## config.mk

```make
export PLATFORM = sky130hd
export DESIGN_NAME = refsel_ctrl
export DESIGN_NICKNAME = d
export VERILOG_FILES = /design/src/rtl/refsel_ctrl.sv
export SDC_FILE = /design/constraint.sdc
export NUM_CORES = 1
export LEC_CHECK = 0
export BUFFER_PORTS_ARGS = -buffer_cell sky130_fd_sc_hd__buf_2
export CAP_MARGIN = 10
export CORE_AREA = 2 2 39 41
export CTS_CLUSTER_DIAMETER = 40
export DETAILED_ROUTE_END_ITERATION = 6
export DIE_AREA = 0 0 41 43
export GPL_TIMING_DRIVEN = 0
export PLACE_DENSITY = 0.67
export SETUP_SLACK_MARGIN = 0.3
export SLEW_MARGIN = 30
export SYNTH_ARGS = -nofsm -noshare
export SYNTH_HDL_FRONTEND = slang
export SYNTH_SLANG_ARGS = --single-unit
export TNS_END_PERCENT = 1
```

## constraint.sdc

```tcl
create_clock -name clk -period 1.8 [get_ports clk]
set_clock_uncertainty 0.15 [all_clocks]
set_input_delay 0.36 -clock clk [delete_from_list [all_inputs] [get_ports clk]]
set_output_delay 0.36 -clock clk [all_outputs]
set_load 0.05 [all_outputs]
```

## src/rtl/refsel_ctrl.sv

```systemverilog
module refsel_ctrl #(
  parameter int NUM_IN      = 3,
  parameter int SYNC_STAGES = 2,
  localparam int SEL_W      = $clog2(NUM_IN + 1),
  localparam int SW         = NUM_IN + 1
) (
  input  logic             clk,
  input  logic             rst_n,
  input  logic [SEL_W-1:0] src_sel,
  input  logic             ref_is_clk,
  input  logic             osc_present,
  input  logic [NUM_IN-1:0] clk_valid,
  input  logic             pll_locked,
  input  logic             ref_hi_freq,
  output logic [2:0]       mode,
  output logic             out_en,
  output logic             cap_en,
  output logic             prediv_en
);

  typedef enum logic [2:0] {
    ST_IDLE    = 3'd0,
    ST_FREERUN = 3'd1,
    ST_ACQ     = 3'd2,
    ST_LOCKED  = 3'd3,
    ST_HOLD    = 3'd4
  } state_t;

  state_t state, state_nx;
  logic [SEL_W-1:0] sel_q;
  logic [SYNC_STAGES-1:0][SW-1:0] sync_q;
  logic [NUM_IN-1:0] vld_s;
  logic lock_s, sel_chg, sel_valid, xtal_src;

  // asynchronous flags go through a synchronizer chain
  generate
    if (SYNC_STAGES > 1) begin : g_chain
      always_ff @(posedge clk) begin
        if (!rst_n) sync_q <= '0;
        else        sync_q <= {sync_q[SYNC_STAGES-2:0], {pll_locked, clk_valid}};
      end
    end else begin : g_single
      always_ff @(posedge clk) begin
        if (!rst_n) sync_q <= '0;
        else        sync_q <= {pll_locked, clk_valid};
      end
    end
  endgenerate

  assign vld_s  = sync_q[SYNC_STAGES-1][NUM_IN-1:0];
  assign lock_s = sync_q[SYNC_STAGES-1][NUM_IN];

  always_ff @(posedge clk) begin
    if (!rst_n) sel_q <= '0;
    else        sel_q <= src_sel;
  end

  assign sel_chg  = (src_sel != sel_q);
  assign xtal_src = (src_sel == '0);

  always_comb begin
    sel_valid = 1'b0;
    for (int i = 0; i < NUM_IN; i++)
      if (src_sel == SEL_W'(i + 1)) sel_valid = vld_s[i];
  end

  always_comb begin
    state_nx = state;
    if (sel_chg) state_nx = ST_IDLE;
    else begin
      unique case (state)
        ST_IDLE: begin
          if (xtal_src) begin
            if (osc_present) state_nx = ST_FREERUN;
          end else if (sel_valid) state_nx = ST_ACQ;
        end
        ST_FREERUN: if (!osc_present) state_nx = ST_IDLE;
        ST_ACQ: begin
          if (!sel_valid)  state_nx = ST_HOLD;
          else if (lock_s) state_nx = ST_LOCKED;
        end
        ST_LOCKED: begin
          if (!sel_valid)   state_nx = ST_HOLD;
          else if (!lock_s) state_nx = ST_ACQ;
        end
        ST_HOLD: state_nx = ST_HOLD;
        default: state_nx = ST_IDLE;
      endcase
    end
  end

  always_ff @(posedge clk) begin
    if (!rst_n) state <= ST_IDLE;
    else        state <= state_nx;
  end

  assign mode      = state;
  assign out_en    = (state == ST_FREERUN) || (state == ST_LOCKED);
  assign cap_en    = ~ref_is_clk;
  assign prediv_en = ref_is_clk & ref_hi_freq;


  sel_restart_chk: assert property (@(posedge clk) disable iff (!rst_n)
    (src_sel != sel_q) |=> (mode == 3'd0));


  hold_stay_chk: assert property (@(posedge clk) disable iff (!rst_n)
    (mode == 3'd4 && src_sel == sel_q) |=> (mode == 3'd4));


  no_freerun_chk: assert property (@(posedge clk) disable iff (!rst_n)
    (mode != 3'd1 && src_sel != '0) |=> (mode != 3'd1));


  lock_gate_chk: assert property (@(posedge clk) disable iff (!rst_n)
    (mode == 3'd2 && !lock_s) |=> !out_en);


  mode_code_chk: assert property (@(posedge clk) disable iff (!rst_n)
    mode <= 3'd4);

endmodule

```

==> run_results.csv <==
group,metric,value,unit
critical_path,cp-end-kind,"primary output",
synth,netlist_instances,56,
timing,slew_viol_final,0,
critical_path,cp.required,1.29,ns
detailed_routing,num_vias,413,
detailed_routing,route.detailed.drc,0,
synth,synth_seq_area_share,0.472,
critical_path,crit_type,"flip-flop to primary output",
detailed_routing,ant_nets,0,
floorplan,boundaryPins,17,
clock_tree,root_buffer,"clkbuf_4",
layout,area_delta_synth_final,25.6,%
placed_design,place_hpwl,660,um
clock_tree,cts_tree,"done",
worst_hold_path,min_path_type,"input port to flip-flop",
clock_tree,ctsHoldBuffers,0,
timing,worst_pin_slew,0.304,ns
timing,fmax,0.672,GHz
timing,grt_setup_unrepaired,"yes",
critical_path,r2r_cells,3,
critical_path,reg2reg_to,"mode[2]",
timing,timing.slew.headroom,0.797,
worst_hold_path,whs_path_depth,2,
timing,hold_violations,0,
global_routing,antenna_found_initial,0,
detailed_routing,wl_per_cell,9.91,um
floorplan,core-area,1380,um2
floorplan,die_w,41,um
synth,synth-edff-count,0,
layout,drive_above_1_share,0.378,
placed_design,gp_congestion,0.711,
global_routing,grt_max_degree,11,
detailed_routing,drtPass1Iterations,2,
synth,syn_avg_cell_area,9.85,um2
power_and_ir_drop,intPower,415,uW
clock_tree,cts_inserted_buffers,3,
layout,diodes,0,
power_and_ir_drop,power,535,uW
critical_path,critPathTopFamily,"flip-flops",
power_and_ir_drop,pwr-share-comb,0.119,
timing,fin_crit_sh,0.826,
global_routing,grt_pass1_vias,358,
critical_path,path_cells,"clkbuf_4",
clock_tree,clk_latency,0.26,ns
critical_path,critPathMaxStageDelay,0.44,ns
floorplan,rows,14,
timing,setup_viol,0,
global_routing,grt-ovfl-total,0,
critical_path,crit_path_top_delay_cell,"dfxtp_1",
synth,netlist_area,552,um2
placed_design,numPortBuffers,14,
detailed_routing,routed_via_density,4.59,
timing,period_minus_slack,1.49,ns
floorplan,die-area,1760,um2
power_and_ir_drop,vdd_drop_max,420,uV
layout,nFillCells,139,
synth,ys_ff_latch,13,
outcome,status,"finished, final reports clean",
power_and_ir_drop,clkPwrFrac,0.316,
power_and_ir_drop,p_sw_frac,0.225,
floorplan,start_util,0.399,
critical_path,cp-start-kind,"flip-flop",
floorplan,dieHeight,43,um
timing,fin_setup_tns,0,ns
power_and_ir_drop,p_sw,120,uW
detailed_routing,first_iter_violations,1,
synth,ys_types,27,
global_routing,track_usage,0.115,
synth,ys_warn_count,0,
synth,synth_nets,67,
clock_tree,h-tree-depth,1,
job,maxCapViolations,0,
critical_path,worstPathMaxFanout,7,
layout,fin_nets,86,
power_and_ir_drop,p_seq_frac,0.565,
power_and_ir_drop,leakagePower,0.301,nW
clock_tree,clkSinkCount,13,
clock_tree,clkSlewWorstSetupHoldPaths,0.07,ns
critical_path,rrSetupSlack,0.47,ns
critical_path,path_buf_inv,1,
critical_path,critPathArrivalTime,0.98,ns
worst_hold_path,hp-start,"clk_valid[1]",
clock_tree,clock_path_buffers,2,
synth,async_flop_share,0,
power_and_ir_drop,p_per_area,771,nW/um2
detailed_routing,wl,892,um
critical_path,r2r_start,"sync_q[5]",
worst_hold_path,min_to,"sync_q[1]",
global_routing,grt_pass1_wl,1380,um
synth,synth-main-ff-cell,"dfxtp_1",
## cell usage after synthesis, drive strengths merged, types with 2 or more instances
cell   instances  area [um2]
inv            4        15.0
dfxtp         13         260
mux2           2        26.3
nand2          2        7.51
xnor2          2        17.5
a21oi          2        10.0
buf            2        18.8
and3b          2        18.8
and2          12        76.3
nor2           2        7.51
## power groups by stage
stage | Combinational (mW) | Clock, mW | Sequential [mW]
floorplan | 0.0450 | 0 | 0.310
global placement | 0.0620 | 0 | 0.309
detailed placement | 0.0635 | 0 | 0.309
CTS | 0.0637 | 0.176 | 0.302
global route | 0.0710 | 0.192 | 0.303
finish | 0.0637 | 0.169 | 0.302
## per-stage QoR
stage               utilization  instances  hold slack [ns]  area [um2]  setup WS, ns
floorplan                     -         56            0.262         561         0.290
global placement          0.470         86            0.266         651         0.254
detailed placement        0.470         86            0.269         651         0.249
CTS                       0.493         90            0.140         682         0.273
global route              0.501         90            0.143         693         0.265
finish                    0.501         90            0.146         693         0.313
## cell type report
cell class                 count  area [um2]  area share
buffer                         3        22.5      0.0325
inverter                       4        15.0      0.0217
tap                           16        20.0      0.0289
clock buffer                   4        26.3      0.0379
sequential                    13         263       0.379
timing repair buffer          14        85.1       0.123
multi-input combinational     36         262       0.377
## cells by family (layout without fill, tap and decap cells)
| family | Yosys count | after routing | share of synthesized area |
|---|---|---|---|
| mux | 3 | 3 | 0.0658 |
| flops | 13 | 13 | 0.472 |
| simple gates | 23 | 23 | 0.256 |
| xor+xnor | 2 | 2 | 0.0318 |
| buf+inv | 7 | 25 | 0.0680 |
| compound gates | 8 | 8 | 0.107 |
## cells in the final DEF, fill, tap and decap left out
cell type,netlist,final
nand3_1,1,1
mux2_2,1,1
inv_1,4,3
a2111o_1,1,1
dfxtp_2,0,2
and2_2,1,1
and3b_2,1,1
buf_6,1,1
mux2i_1,1,1
clkbuf_4,0,4
a211oi_1,1,1
xnor2_1,2,2
buf_4,1,2
o2111ai_1,1,1
nor2_4,0,1
clkbuf_1,1,2
nand2_1,2,2
buf_8,0,1
buf_2,0,11
a221oi_1,1,1
dfxtp_1,13,11
and3_1,1,1
nor3_1,1,1
a22oi_1,1,1
o21ai_0,1,1
nand4b_1,1,1
nor2_1,2,1
inv_2,0,1
and2_1,11,11
a21oi_1,2,2
and3b_1,1,1
or2_2,1,1
mux2_4,1,1
## worst max path at each step
stage,start,end,slack (ns),depth (start not counted)
after detailed placement,src_sel[0],mode[2],0.25,4
after global placement,src_sel[0],mode[2],0.25,4
after global routing,mode[1],mode[1],0.27,1
final,mode[1],mode[1],0.31,1
after floorplan,src_sel[0],mode[2],0.29,4
after CTS,mode[0],out_en,0.27,3
## per-layer routing
layer	share of wire	global-route usage	routed length [um]	vias to the layer above
met5	0	0	0	-
met1	0.49	0.135	441	179
met4	0	0.0800	0	0
met3	0.061	0.0157	54	0
met2	0.45	0.181	397	12
li1	-	-	-	222
## state kept, by name, summed over array words and instances (netlist names)
signal	flops
lock_s	1
mode	3
sel_q	2
sync_q	7
## repair_timing
item                                    CTS  global route
resized for setup                         2             5
pin swaps                                 0             0
buffers inserted                          0             0
endpoints found under the setup margin    3             3
No activity file was read; power rests on OpenSTA's default activity.
